### config.mk
export PLATFORM = sky130hd
export DESIGN_NAME = hb_pixel_overlay
export DESIGN_NICKNAME = d
export VERILOG_FILES = /design/src/rtl/hb_pkg.sv /design/src/rtl/hb_soft_enable.sv /design/src/rtl/hb_phase_gen.sv /design/src/rtl/hb_region.sv /design/src/rtl/hb_pixel_overlay.sv
export SDC_FILE = /design/constraint.sdc
export NUM_CORES = 1
export LEC_CHECK = 0
export ABC_CLOCK_PERIOD_IN_PS = 3100
export BUFFER_PORTS_ARGS = -buffer_cell sky130_fd_sc_hd__buf_2
export CORE_ASPECT_RATIO = 1.4
export CORE_MARGIN = 10
export CORE_UTILIZATION = 42
export DETAILED_ROUTE_END_ITERATION = 10
export HOLD_SLACK_MARGIN = 0.15
export PLACE_DENSITY = 0.93
export SYNTH_ARGS = -nofsm -noshare
export SYNTH_HDL_FRONTEND = slang
export SYNTH_SLANG_ARGS = --single-unit
export TNS_END_PERCENT = 50
### constraint.sdc
create_clock -name clk -period 3.1 [get_ports clk]
set_input_delay 0.31 -clock clk [delete_from_list [all_inputs] [get_ports clk]]
set_output_delay 0.31 -clock clk [all_outputs]
set_load 0.1 [all_outputs]
### src/rtl/hb_pkg.sv
package hb_pkg;

  typedef enum logic [1:0] {
    HB_CMD_NONE,
    HB_CMD_SHOW,
    HB_CMD_HIDE
  } hb_cmd_e;

  localparam logic [7:0] ASCII_S_UP = 8'h53;
  localparam logic [7:0] ASCII_S_LO = 8'h73;
  localparam logic [7:0] ASCII_H_UP = 8'h48;
  localparam logic [7:0] ASCII_H_LO = 8'h68;

  // Case-insensitive map of a command byte onto the marker action.
  function automatic hb_cmd_e hb_decode(input logic [7:0] b);
    if (b == ASCII_S_UP || b == ASCII_S_LO) return HB_CMD_SHOW;
    if (b == ASCII_H_UP || b == ASCII_H_LO) return HB_CMD_HIDE;
    return HB_CMD_NONE;
  endfunction

endpackage

### src/rtl/hb_soft_enable.sv
module hb_soft_enable
  import hb_pkg::*;
(
  input  logic       clk,
  input  logic       rst,
  input  logic       sw_en,
  input  logic [7:0] cmd_byte,
  input  logic       cmd_valid,
  output logic       soft_en
);

  hb_cmd_e cmd;

  always_comb begin
    cmd = HB_CMD_NONE;
    if (cmd_valid && sw_en) cmd = hb_decode(cmd_byte);
  end

  always_ff @(posedge clk) begin
    if (rst) begin
      soft_en <= 1'b1;
    end else begin
      case (cmd)
        HB_CMD_SHOW: soft_en <= 1'b1;
        HB_CMD_HIDE: soft_en <= 1'b0;
        default:     soft_en <= soft_en;
      endcase
    end
  end

  // With the switch off, no command can alter the soft state.
  AST_SOFT_HOLD_SW_OFF: assert property (@(posedge clk) disable iff (rst)
    !sw_en |=> soft_en == $past(soft_en));

  // Without a valid strobe, the soft state holds.
  AST_SOFT_HOLD_NO_VALID: assert property (@(posedge clk) disable iff (rst)
    !cmd_valid |=> soft_en == $past(soft_en));

endmodule

### src/rtl/hb_phase_gen.sv
module hb_phase_gen #(
  parameter int TOGGLE_FRAMES = 30
) (
  input  logic clk,
  input  logic rst,
  input  logic frame_start,
  output logic phase
);

  localparam int CNT_W = (TOGGLE_FRAMES > 1) ? $clog2(TOGGLE_FRAMES) : 1;
  localparam logic [CNT_W-1:0] CNT_LAST = CNT_W'(TOGGLE_FRAMES - 1);

  logic [CNT_W-1:0] cnt;

  always_ff @(posedge clk) begin
    if (rst) begin
      cnt   <= '0;
      phase <= 1'b0;
    end else if (frame_start) begin
      if (cnt == CNT_LAST) begin
        cnt   <= '0;
        phase <= ~phase;
      end else begin
        cnt <= cnt + 1'b1;
      end
    end
  end

  AST_PHASE_ONLY_ON_FRAME: assert property (@(posedge clk) disable iff (rst)
    !frame_start |=> $stable(phase));

  AST_CNT_IN_RANGE: assert property (@(posedge clk) disable iff (rst)
    cnt <= CNT_LAST);

endmodule

### src/rtl/hb_region.sv
module hb_region #(
  parameter int X_W    = 12,
  parameter int Y_W    = 12,
  parameter int ACT_W  = 1280,
  parameter int ACT_H  = 720,
  parameter int MARK_W = 16,
  parameter int MARK_H = 16
) (
  input  logic [X_W-1:0] x_pos,
  input  logic [Y_W-1:0] y_pos,
  output logic           in_mark
);

  localparam logic [X_W-1:0] X_LO = X_W'(ACT_W - MARK_W);
  localparam logic [X_W-1:0] X_HI = X_W'(ACT_W - 1);
  localparam logic [Y_W-1:0] Y_LO = Y_W'(ACT_H - MARK_H);
  localparam logic [Y_W-1:0] Y_HI = Y_W'(ACT_H - 1);

  always_comb begin
    in_mark = (x_pos >= X_LO) && (x_pos <= X_HI) &&
              (y_pos >= Y_LO) && (y_pos <= Y_HI);
  end

endmodule

### src/rtl/hb_pixel_overlay.sv
module hb_pixel_overlay #(
  parameter int              PIX_W         = 24,
  parameter int              X_W           = 12,
  parameter int              Y_W           = 12,
  parameter int              ACT_W         = 1280,
  parameter int              ACT_H         = 720,
  parameter int              MARK_W        = 16,
  parameter int              MARK_H        = 16,
  parameter int              TOGGLE_FRAMES = 30,
  parameter logic [PIX_W-1:0] COLOR_A      = '1,
  parameter logic [PIX_W-1:0] COLOR_B      = '0
) (
  input  logic             clk,
  input  logic             rst,
  input  logic [PIX_W-1:0] pix_in,
  input  logic [X_W-1:0]   x_pos,
  input  logic [Y_W-1:0]   y_pos,
  input  logic             frame_start,
  input  logic             sw_en,
  input  logic [7:0]       cmd_byte,
  input  logic             cmd_valid,
  output logic [PIX_W-1:0] pix_out,
  output logic             ovl_active
);

  logic soft_en;
  logic phase;
  logic in_mark;
  logic paint;

  hb_soft_enable u_soft (
    .clk       (clk),
    .rst       (rst),
    .sw_en     (sw_en),
    .cmd_byte  (cmd_byte),
    .cmd_valid (cmd_valid),
    .soft_en   (soft_en)
  );

  hb_phase_gen #(.TOGGLE_FRAMES(TOGGLE_FRAMES)) u_phase (
    .clk         (clk),
    .rst         (rst),
    .frame_start (frame_start),
    .phase       (phase)
  );

  hb_region #(
    .X_W(X_W), .Y_W(Y_W), .ACT_W(ACT_W), .ACT_H(ACT_H),
    .MARK_W(MARK_W), .MARK_H(MARK_H)
  ) u_region (
    .x_pos   (x_pos),
    .y_pos   (y_pos),
    .in_mark (in_mark)
  );

  // Switch is the master gate over the command-driven enable.
  assign paint = sw_en && soft_en && in_mark;

  always_ff @(posedge clk) begin
    if (rst) begin
      pix_out    <= '0;
      ovl_active <= 1'b0;
    end else begin
      pix_out    <= paint ? (phase ? COLOR_B : COLOR_A) : pix_in;
      ovl_active <= paint;
    end
  end

  AST_PASS_OUTSIDE: assert property (@(posedge clk) disable iff (rst)
    !in_mark |=> (pix_out == $past(pix_in)) && !ovl_active);

  AST_SWITCH_HARD_OFF: assert property (@(posedge clk) disable iff (rst)
    !sw_en |=> !ovl_active && (pix_out == $past(pix_in)));

  AST_PAINT_COLOUR: assert property (@(posedge clk) disable iff (rst)
    ovl_active |-> (pix_out == COLOR_A) || (pix_out == COLOR_B));

endmodule

==> results of run 1 <==
-- logic make-up after synthesis --
| kind of cell | share of synthesized area |
|---|---|
| buffers and inverters | 0.0293 |
| muxes | 0.00870 |
| and+or+nand+nor | 0.166 |
| DFF | 0.557 |
| xor gates and xnor gates | 0.0381 |
| adders and majority gates | 0.0326 |
| AOI/OAI and AO/OA | 0.168 |
-- worst max-delay path by stage --
stage	from	to	cells after the start
final	cmd_byte[2]	u_soft.soft_en	7
after global routing	cmd_byte[2]	u_soft.soft_en	7
after CTS	cmd_byte[2]	u_soft.soft_en	7
after detailed placement	cmd_byte[2]	u_soft.soft_en	7
after global placement	cmd_byte[2]	u_soft.soft_en	7
after floorplan	cmd_byte[2]	u_soft.soft_en	6
-- per-layer routing --
layer / routed length (um) / up-vias / global-route usage / share of wire
li1: - / 521 / - / -
met1: 1170 / 469 / 0.114 / 0.35
met2: 1680 / 56 / 0.199 / 0.51
met3: 380 / 7 / 0.0708 / 0.11
met4: 91 / 0 / 0.0708 / 0.027
met5: 0 / - / 0 / 0
-- critical path: stages --
cell,delay (ps)
buf_2,100
nor2_1,90
nand4_1,110
or4b_2,640
ha_1,310
mux2i_1,170
nand2b_1,60
-- sequential cells by signal, summed over array words and instances (netlist names) --
signal and count:
u_phase.phase 1, u_soft.soft_en 1, u_phase.cnt 5, ovl_active 1
pix_out 24
-- final cells by class --
| class | count | area share |
|---|---|---|
| Clock buffer | 6 | 0.0246 |
| Sequential cell | 32 | 0.382 |
| Timing Repair Buffer | 81 | 0.254 |
| Clock inverter | 2 | 0.0209 |
| Tap cell | 36 | 0.0268 |
| Inverter | 2 | 0.00447 |
| Multi-Input combinational cell | 63 | 0.288 |
-- stage by stage --
stage,hold WS (ps),instances,total power [mW],setup slack [ps]
after floorplan,382,102,0.597,1330
after global placement,466,211,0.651,1190
after detailed placement,480,211,0.655,1170
after CTS,155,219,0.959,1530
after global routing,152,222,0.988,1450
final,172,222,0.950,1530
-- layout by cell type, fill, tap and decap left out --
| cell | synthesis | routed |
|---|---|---|
| clkinv_2 | 0 | 1 |
| nand2_1 | 4 | 4 |
| mux2i_1 | 1 | 1 |
| xor2_1 | 3 | 3 |
| bufinv_16 | 0 | 1 |
| nand3_1 | 1 | 1 |
| nor4bb_1 | 1 | 1 |
| nor4_1 | 1 | 1 |
| nor3b_1 | 1 | 1 |
| and4bb_2 | 1 | 1 |
| or2_1 | 1 | 1 |
| clkbuf_1 | 3 | 1 |
| nor4b_2 | 1 | 1 |
| a21o_1 | 24 | 24 |
| nor2_1 | 8 | 8 |
| a211oi_1 | 1 | 1 |
| nor4b_4 | 1 | 1 |
| a31oi_2 | 0 | 1 |
| dfxtp_1 | 32 | 32 |
| dlygate4sd3_1 | 0 | 3 |
| buf_4 | 2 | 2 |
| nand4_1 | 3 | 3 |
| ha_1 | 3 | 3 |
| nand4b_1 | 1 | 1 |
| or4b_2 | 1 | 1 |
| xnor2_1 | 2 | 2 |
| inv_1 | 2 | 2 |
| and4b_1 | 1 | 1 |
| nand2b_1 | 2 | 2 |
| clkbuf_4 | 0 | 5 |
| buf_2 | 0 | 76 |
-- power by group through the flow --
stage	clock network [mW]	registers (mW)	logic [mW]
after floorplan	0	0.568	0.0290
after global placement	0	0.446	0.205
after detailed placement	0	0.447	0.208
after CTS	0.313	0.438	0.209
after global routing	0.329	0.440	0.219
final	0.302	0.438	0.210
==> impl_results.md, run 1 <==
* Yosys top cell area share at 0.557
* Worst setup EP type: flop
* Switch share at 0.312
* MaxCap Viol Count at 0
* Synth Register Bits at 32
* Internal at 0.654 mW
* Worst-Skew Late Latency at ~320 ps
* Register area at approximately 640 um^2
* Root Buffer: clkbuf_4
* Row Count at 22
* Crit start category: input port
* Final hold vios at 0
* LEAKAGE at a little under 1 nW
* Yosys warns at 0
* Final cycle utilization of the critical path at 0.507
* Vias in the first global route at 1034
* WHS Path Cells at 2
* Outcome: finished clean
* Clock transition at the registers of the reported paths at ~100 ps
* Internal reg-to-reg setup slack at between 1500 and 2000 ps
* Post-synth EDFFs at 0
* Ys flop type: dfxtp_1
* Number of distinct library cells after synthesis at 26
* TritonCTS Buffers at 5
* Die height at 81.9 um
* PD cells at 566 nW/um^2
* Layout cells sized above 1 at 0.484
* GR Util All Layers at 0.120
* Combinational group share of total power at 0.221
* Worst min-delay path class: input port to flop
* Final core utilization at 0.642
* Final min period at 1570 ps
* Finished Cell Area at 1680 um^2
* CORE AREA at 2620 um^2
* Initial DRC count at 43
* Worst r2r src: u_soft.soft_en
* First-pass GRT wire length at around 5.0 mm
* Clock power frac at 0.318
* Setup fix buffers added after clock tree synthesis at 0
* Dpl hpwl at approximately 2.6 mm
* RePlAce Congestion at ~0.76
* Register area share after synthesis at 0.557
* Top-count cell post-synth: dfxtp_1
* RSZ-0062 raised after global routing: no
* Final Max Slew Viols at 0
* CTS Buffer Depth at 2
* Fraction of registers with async set/reset at 0
* Cell taking the most area after synthesis: dfxtp_1
* Post-Synthesis Cells at between 100 and 150
* Footprint of the multi-input gates at 483 um^2
* Diodes inserted at 0
* Mapped Area at between 1000 and 1500 um^2
* Synth Net Count at approximately 170
* CTS H-tree depth at 2
* Crit path DAT at between 1500 and 2000 ps
* Die width at 64.2 um
* Reg2Reg Depth at 5
* Area Growth Syn to Fin at 45.8%
* Final setup vio count at 0
* Cts hold-fix bufs at 0
* Cts repair resizes at 0
* Clock sink total at 32
* FILL cells at between 200 and 250
* Die footprint at around 5300 um^2
* Peak VDD IR at 0.384 mV
* DRT Pass-1 Iters at 4
* Post-DRT Antenna Nets at 0
* Total Wirelength at between 3 and 4 mm
* Routed vias/inst at 4.74
* Placed instance area at between 1500 and 2000 um^2
* Number of I/O port buffers at 76
* Worst flop-to-flop path endpoint: pix_out[2]
* Hold Startpoint: pix_in[15]
* Remaining Overflow, GRT at 0
* I/O pins at 86
* Switching pwr at between 0.2 and 0.3 mW
* DR vias at between 1000 and 1500
* Slew HR at 0.667
* Post-synth top cells: 32 x dfxtp_1, 24 x a21o_1, 8 x nor2_1, 4 x nand2_1
* CTS tree: done
* Clock Skew at 8.11 ps
* Nets at about 250
* Sequential share of power at 0.461
* Drt drc at 0
* CP max FO at 2
* Routed wire per std cell at roughly 15 um
* Initial Util at 0.440
* Syn Area/Cell at ~11 um^2
* Top cells by area, synth: dfxtp_1 56%, a21o_1 16%, ha_1 3.3%, nor2_1 2.6%, xor2_1 2.3%
* Slew at the pin closest to its max-slew limit at 503 ps
* Setup TNS at 0 ps
* Worst path required time at roughly 3300 ps
* Initial antenna violation count at 0
* WS Path Type: input port to flop
* Hold EP: pix_out[15]
* Max Fclk at 0.636 GHz
* Largest net degree at the start of global routing at 25
Power figures use the tool's default switching activity.
==> run 2, diff against run 1 <==
Settings changed: ABC_CLOCK_PERIOD_IN_PS 3100 to 1600, CORE_UTILIZATION 42 to 39, PLACE_DENSITY 0.93 to 0.88.
Clock period 3.1 ns to 1.6 ns, I/O delays scaled along.
==> run 2 against run 1 <==
Critical path depth shrank 2. Combinational power grew 120%. Setup slack lost 1300 ps. Largest cell class is now buffers. First-iteration DRC count shrank 33%. Critical endpoint is now pix_out[11]. Clock power grew 150%. Clock skew shrank 4.7 ps.
==> impl_results.md, run 2 (same netlist as run 1, synthesis figures left out) <==
* Initial Util at 0.404 (was 0.440)
* Largest regs: pix_out: 24 flops, u_phase.cnt: 5 flops (unchanged)
* Reg2Reg Depth at 5 (unchanged)
* WHS Path Cells at 2 (unchanged)
* Worst path cell trace: nand4b_1 > and4bb_2 > nor4b_4 > buf_12 > a21o_1 (was buf_2 > nor2_1 > nand4_1 > or4b_2 > ha_1 > mux2i_1 > nand2b_1)
* Outcome: finished clean (unchanged)
* Max Fclk at approximately 0.72 GHz
* Final setup vio count at 0 (unchanged)
* Clock transition at the registers of the reported paths at 60 ps (was 100 ps)
* CP max FO at 24 (was 2)
* Worst path required time at 1830 ps (was 3320 ps)
* Most flops, register: pix_out (unchanged)
* Row Count at 23 (was 22)
* Final min period at about 1400 ps
* Max stage delay on crit path at 330 ps (was 640 ps)
* Die width at 65.9 um (was 64.2 um)
* Total power at 2.05 mW (was 0.950 mW)
* Final core utilization at 0.693 (was 0.642)
* Final Max Slew Viols at 0 (unchanged)
* Slew at the pin closest to its max-slew limit at 502 ps (was 503 ps)
* Dpl hpwl at 2.59 mm (was 2.62 mm)
* DRT Pass-1 Iters at 4 (unchanged)
* Total Wirelength at 3.74 mm (was 3.32 mm)
* Worst-Skew Late Latency at 280 ps (was 320 ps)
* Initial antenna violation count at 1 (was 0)
* CTS Buffer Depth at 2 (unchanged)
* Worst setup EP type: flop (unchanged)
* Area Growth Syn to Fin at 71.5% (was 45.8%)
* WHS at 171 ps (was 172 ps)
* Peak VDD IR at 0.977 mV (was 0.384 mV)
* Final hold vios at 0 (unchanged)
* I/O pins at 86 (unchanged)
* LEAKAGE at 1.08 nW (was 0.966 nW)
* Vias in the first global route at 1201 (was 1034)
* TritonCTS Buffers at 5 (unchanged)
* GR Util All Layers at 0.132 (was 0.120)
* Drt drc at 0 (unchanged)
* CORE AREA at 2850 um^2 (was 2620 um^2)
* Register area at 641 um^2 (unchanged)
* Clock sink total at 32 (unchanged)
* PD cells at 1040 nW/um^2 (was 566 nW/um^2)
* Initial DRC count at 29 (was 43)
* CTS H-tree depth at 2 (unchanged)
* Footprint of the multi-input gates at 499 um^2 (was 483 um^2)
* Critical-path cell with the highest stage delay: dfxtp_1 (was or4b_2)
* Remaining Overflow, GRT at 0 (unchanged)
* Final setup margin at 214 ps (was 1530 ps)
* Clock Skew at 3.40 ps (was 8.11 ps)
* Hold EP: u_phase.cnt[1] (was pix_out[15])
* Most common cell after layout, fill and taps aside: buf_2 (unchanged)
* RePlAce Congestion at 0.907 (was 0.764)
* Setup fix buffers added after clock tree synthesis at 0 (unchanged)
* Worst setup path startpoint: u_soft.soft_en (was cmd_byte[2])
* Worst min-delay path class: input port to flop (unchanged)
* Layout cells sized above 1 at 0.438 (was 0.484)
* FILL cells at 206 (was 221)
* Crit start category: flop (was input port)
* First-pass GRT wire length at 5.74 mm (was 4.97 mm)
* CTS tree: done (unchanged)
* Post-DRT Antenna Nets at 0 (unchanged)
* Die footprint at 5560 um^2 (was 5260 um^2)
* Place WS at -59.9 ps (was 1170 ps)
* Nets at 271 (was 249)
* Routed wire per std cell at 15.2 um (was 14.9 um)
* Cts hold-fix bufs at 25 (was 0)
* Number of I/O port buffers at 76 (unchanged)
* Cts repair resizes at 0 (unchanged)
* Hold Startpoint: frame_start (was pix_in[15])
* Crit path DAT at 1610 ps (was 1800 ps)
* Commonest non-fill, non-tap cells in the layout: 76 x buf_2, 32 x dfxtp_1, 25 x dlygate4sd3_1 (was 76 x buf_2, 32 x dfxtp_1, 24 x a21o_1)
* WS Path Type: flop to flop (was input port to flop)
* MaxCap Viol Count at 0 (unchanged)
* Largest net degree at the start of global routing at 25 (unchanged)
* Max FFs per register at 24 (unchanged)
* Die height at 84.3 um (was 81.9 um)
* Worst flop-to-flop path endpoint: pix_out[11] (was pix_out[2])
* Worst r2r src: u_soft.soft_en (unchanged)
* Routed vias/inst at 4.70 (was 4.74)
* Internal reg-to-reg setup slack at 210 ps (was 1660 ps)
* Final cycle utilization of the critical path at 0.866
* RSZ-0062 raised after global routing: no (unchanged)
* Root Buffer: clkbuf_8 (was clkbuf_4)
* Slew HR at 0.667 (about the same)
* DR vias at 1155 (was 1053)
## run 2: cell types whose count changed in the layout (fill, tap and decap cells not counted), sizes merged
cell	delta
diode	+1
dlygate4sd3	+22
## run 2: metrics by stage
step | setup TNS (ps) | area [um^2] | instances
final | 0 | 1970 | 246
after detailed placement | -59.9 | 1610 | 212
after floorplan | 0 | 1170 | 102
after global routing | 0 | 1970 | 246
after global placement | -29.5 | 1610 | 212
after CTS | 0 | 1970 | 245
## run 2: worst max path at each step
| stage | end | slack [ps] | depth (start not counted) |
|---|---|---|---|
| final | pix_out[11] | 210 | 5 |
| after global routing | u_soft.soft_en | 150 | 7 |
| after CTS | pix_out[6] | 220 | 5 |
| after detailed placement | u_soft.soft_en | -60 | 7 |
| after global placement | u_soft.soft_en | -30 | 7 |
| after floorplan | u_soft.soft_en | 110 | 6 |
## run 2: cell type report
class / instances / area share
diodes: 1 / 0.00127
clock buffers: 6 / 0.0368
clock inverters: 2 / 0.0177
inverters: 2 / 0.00380
multi-input cells: 63 / 0.253
flip-flops and latches: 32 / 0.324
well taps: 37 / 0.0234
repair buffers: 103 / 0.340
## run 2: report_power, final
group	internal, mW	switching [mW]
combinational	0.144	0.313
sequential	0.835	0.0148
clock	0.461	0.278
total	1.44	0.606
## run 2: per-layer routing
| metal | track usage | wire length, um | vias to the layer above |
|---|---|---|---|
| met3 | 0.0705 | 406 | 5 |
| met5 | 0 | 0 | - |
| li1 | - | - | 566 |
| met2 | 0.223 | 1920 | 60 |
| met1 | 0.121 | 1350 | 524 |
| met4 | 0.0723 | 61 | 0 |
## run 2: worst max-delay path, delay by kind of cell (launching register included)
family          cells  cell delay (ps)
flops               1              330
buf+inv             1              200
compound gates      1              110
simple gates        3              690
==> run 3, diff against run 2 <==
Settings changed: RECOVER_POWER set to 50.
==> run 3 against run 2 <==
Sequential power barely moved. Total power about the same. Count of clock-buffer cells in the layout unchanged. Design area did not move. Via count barely moved. Worst hold slack hardly changed. Global-route usage did not move. Clock skew about the same. Highest routed layer unchanged.
==> impl_results.md, run 3 (same netlist as run 1, synthesis figures left out) <==
* Commonest non-fill, non-tap cells in the layout: 51 x buf_2, 32 x dfxtp_1, 25 x dlygate4sd3_1, 25 x clkbuf_2, 24 x a21o_1 (was 76 x buf_2, 32 x dfxtp_1, 25 x dlygate4sd3_1)
* Final min period at 1380 ps (was 1390 ps)
* Number of I/O port buffers at 76 (unchanged)
* Initial antenna violation count at 1 (unchanged)
* Remaining Overflow, GRT at 0 (unchanged)
* Layout cells sized above 1 at 0.438 (unchanged)
* CORE AREA at 2850 um^2 (unchanged)
* Area Growth Syn to Fin at 71.5% (unchanged)
* CP delay by family, top: simple AND/OR/NAND/NOR gates (unchanged)
* Total Wirelength at 3.73 mm (was 3.74 mm)
* Max stage delay on crit path at 330 ps (about the same)
* Clock sink total at 32 (unchanged)
* Placed insts at 212 (unchanged)
* DRT Pass-1 Iters at 4 (unchanged)
* Die footprint at 5560 um^2 (unchanged)
* Worst-Skew Late Latency at 280 ps (about the same)
* CP max FO at 24 (unchanged)
* Routed wire per std cell at 15.2 um (about the same)
* Place WS at -59.9 ps (unchanged)
* DR vias at 1154 (was 1155)
* Initial DRC count at 26 (was 29)
* I/O pins at 86 (unchanged)
* Outcome: finished clean (unchanged)
* Most flops, register: pix_out (unchanged)
* Worst path bufs/invs at 1 (unchanged)
* Initial Util at 0.404 (unchanged)
* Final cycle utilization of the critical path at 0.862 (was 0.866)
* RSZ-0062 raised after global routing: no (unchanged)
* Drt drc at 0 (unchanged)
* Worst setup EP type: flop (unchanged)
* Row Count at 23 (unchanged)
* Largest regs: pix_out: 24 flops, u_phase.cnt: 5 flops (unchanged)
* CTS H-tree depth at 2 (unchanged)
* Setup TNS at 0 ps (unchanged)
* LEAKAGE at 1.07 nW (was 1.08 nW)
* First-pass GRT wire length at 5.74 mm (unchanged)
* Peak VDD IR at 0.976 mV (was 0.977 mV)
* Slew HR at 0.630 (was 0.667)
* PD cells at 1040 nW/um^2 (about the same)
* Critical-path cell with the highest stage delay: dfxtp_1 (unchanged)
* GR Util All Layers at 0.132 (unchanged)
* Crit path DAT at 1610 ps (about the same)
* Largest net degree at the start of global routing at 25 (unchanged)
* Dpl hpwl at 2.59 mm (unchanged)
* Crit start category: flop (unchanged)
* RePlAce Congestion at 0.907 (unchanged)
* Most common cell after layout, fill and taps aside: buf_2 (unchanged)
* Worst min-delay path class: input port to flop (unchanged)
* Clock transition at the registers of the reported paths at 60 ps (about the same)
* TritonCTS Buffers at 5 (unchanged)
* Final Max Slew Viols at 0 (unchanged)
* Routed vias/inst at 4.69 (was 4.70)
* Final hold vios at 0 (unchanged)
* CTS tree: done (unchanged)
* Root Buffer: clkbuf_8 (unchanged)
* CTS Buffer Depth at 2 (unchanged)
* Final setup margin at 220 ps (was 214 ps)
* Max Fclk at 0.725 GHz (was 0.722 GHz)
* Clock Skew at 3.45 ps (was 3.40 ps)
* Nets at 271 (unchanged)
* Total power at 2.05 mW (about the same)
* Die width at 65.9 um (unchanged)
* Worst path required time at 1830 ps (about the same)
* WS Path Type: flop to flop (unchanged)
* Slew at the pin closest to its max-slew limit at 558 ps (was 502 ps)
* Die height at 84.3 um (unchanged)
* Post-Layout Cell Count at 246 (unchanged)
* Worst path cell trace: nand4b_1 > and4bb_2 > nor4b_4 > buf_12 > a21o_1 (unchanged)
* Vias in the first global route at 1201 (unchanged)
* Final setup vio count at 0 (unchanged)
* Post-DRT Antenna Nets at 0 (unchanged)
* MaxCap Viol Count at 0 (unchanged)
* Max FFs per register at 24 (unchanged)
* Cts repair resizes at 0 (unchanged)
run 3: changes by cell type in the layout (fill, tap and decap cells not counted):
| cell | delta |
|---|---|
| buf_2 | -25 |
| or2_0 | +1 |
| or2_1 | -1 |
| clkbuf_2 | +25 |
run 3: cell type report:
cell class	count	area (um^2)
Timing Repair Buffer	103	671
Clock buffer	6	72.6
Tap cell	37	46.3
Clock inverter	2	35.0
Sequential cell	32	641
Fill cell	206	875
Multi-Input combinational cell	63	499
Inverter	2	7.51
Antenna cell	1	2.50
run 3: repair_timing:
action,4_1_cts,5_1_grt
hold buffers,25,0
hold endpoints to repair,25,0
setup buffers,0,0
run 3: final timing paths:
path,startpoint,endpoint,slack [ps],cells after the start
worst max-delay path,u_soft.soft_en,pix_out[11],220,5
worst min-delay path,frame_start,u_phase.cnt[1],170,2
worst max register to register,u_soft.soft_en,pix_out[11],220,5
worst min register to register,u_soft.soft_en,u_soft.soft_en,490,2
run 3: per-stage QoR:
step	hold slack (ps)	util	area [um^2]
2_1_floorplan	232	-	1170
3_3_place_gp	352	0.567	1610
3_5_place_dp	356	0.567	1610
4_1_cts	167	0.692	1970
5_1_grt	179	0.693	1970
6_report	172	0.693	1970
run 3: worst register-to-register path, cell delays in order, from the launching register on:
cell and delay, ps:
dfxtp_1 330, nand4b_1 100, and4bb_2 320, nor4b_4 260
buf_12 200, a21o_1 110
run 3: routing by layer:
layer  global-route usage  wire [um]  up-vias
li1                     -          -      566
met1                0.121       1320      527
met2                0.223       1930       56
met3               0.0705        419        5
met4               0.0723         61        0
met5                    0          0        -
run 3: power breakdown:
group	total, mW	internal [mW]	switching [mW]	leakage, nW
Sequential	0.851	0.835	0.0163	0.265
Clock	0.739	0.461	0.278	0.0552
Combinational	0.456	0.143	0.313	0.749
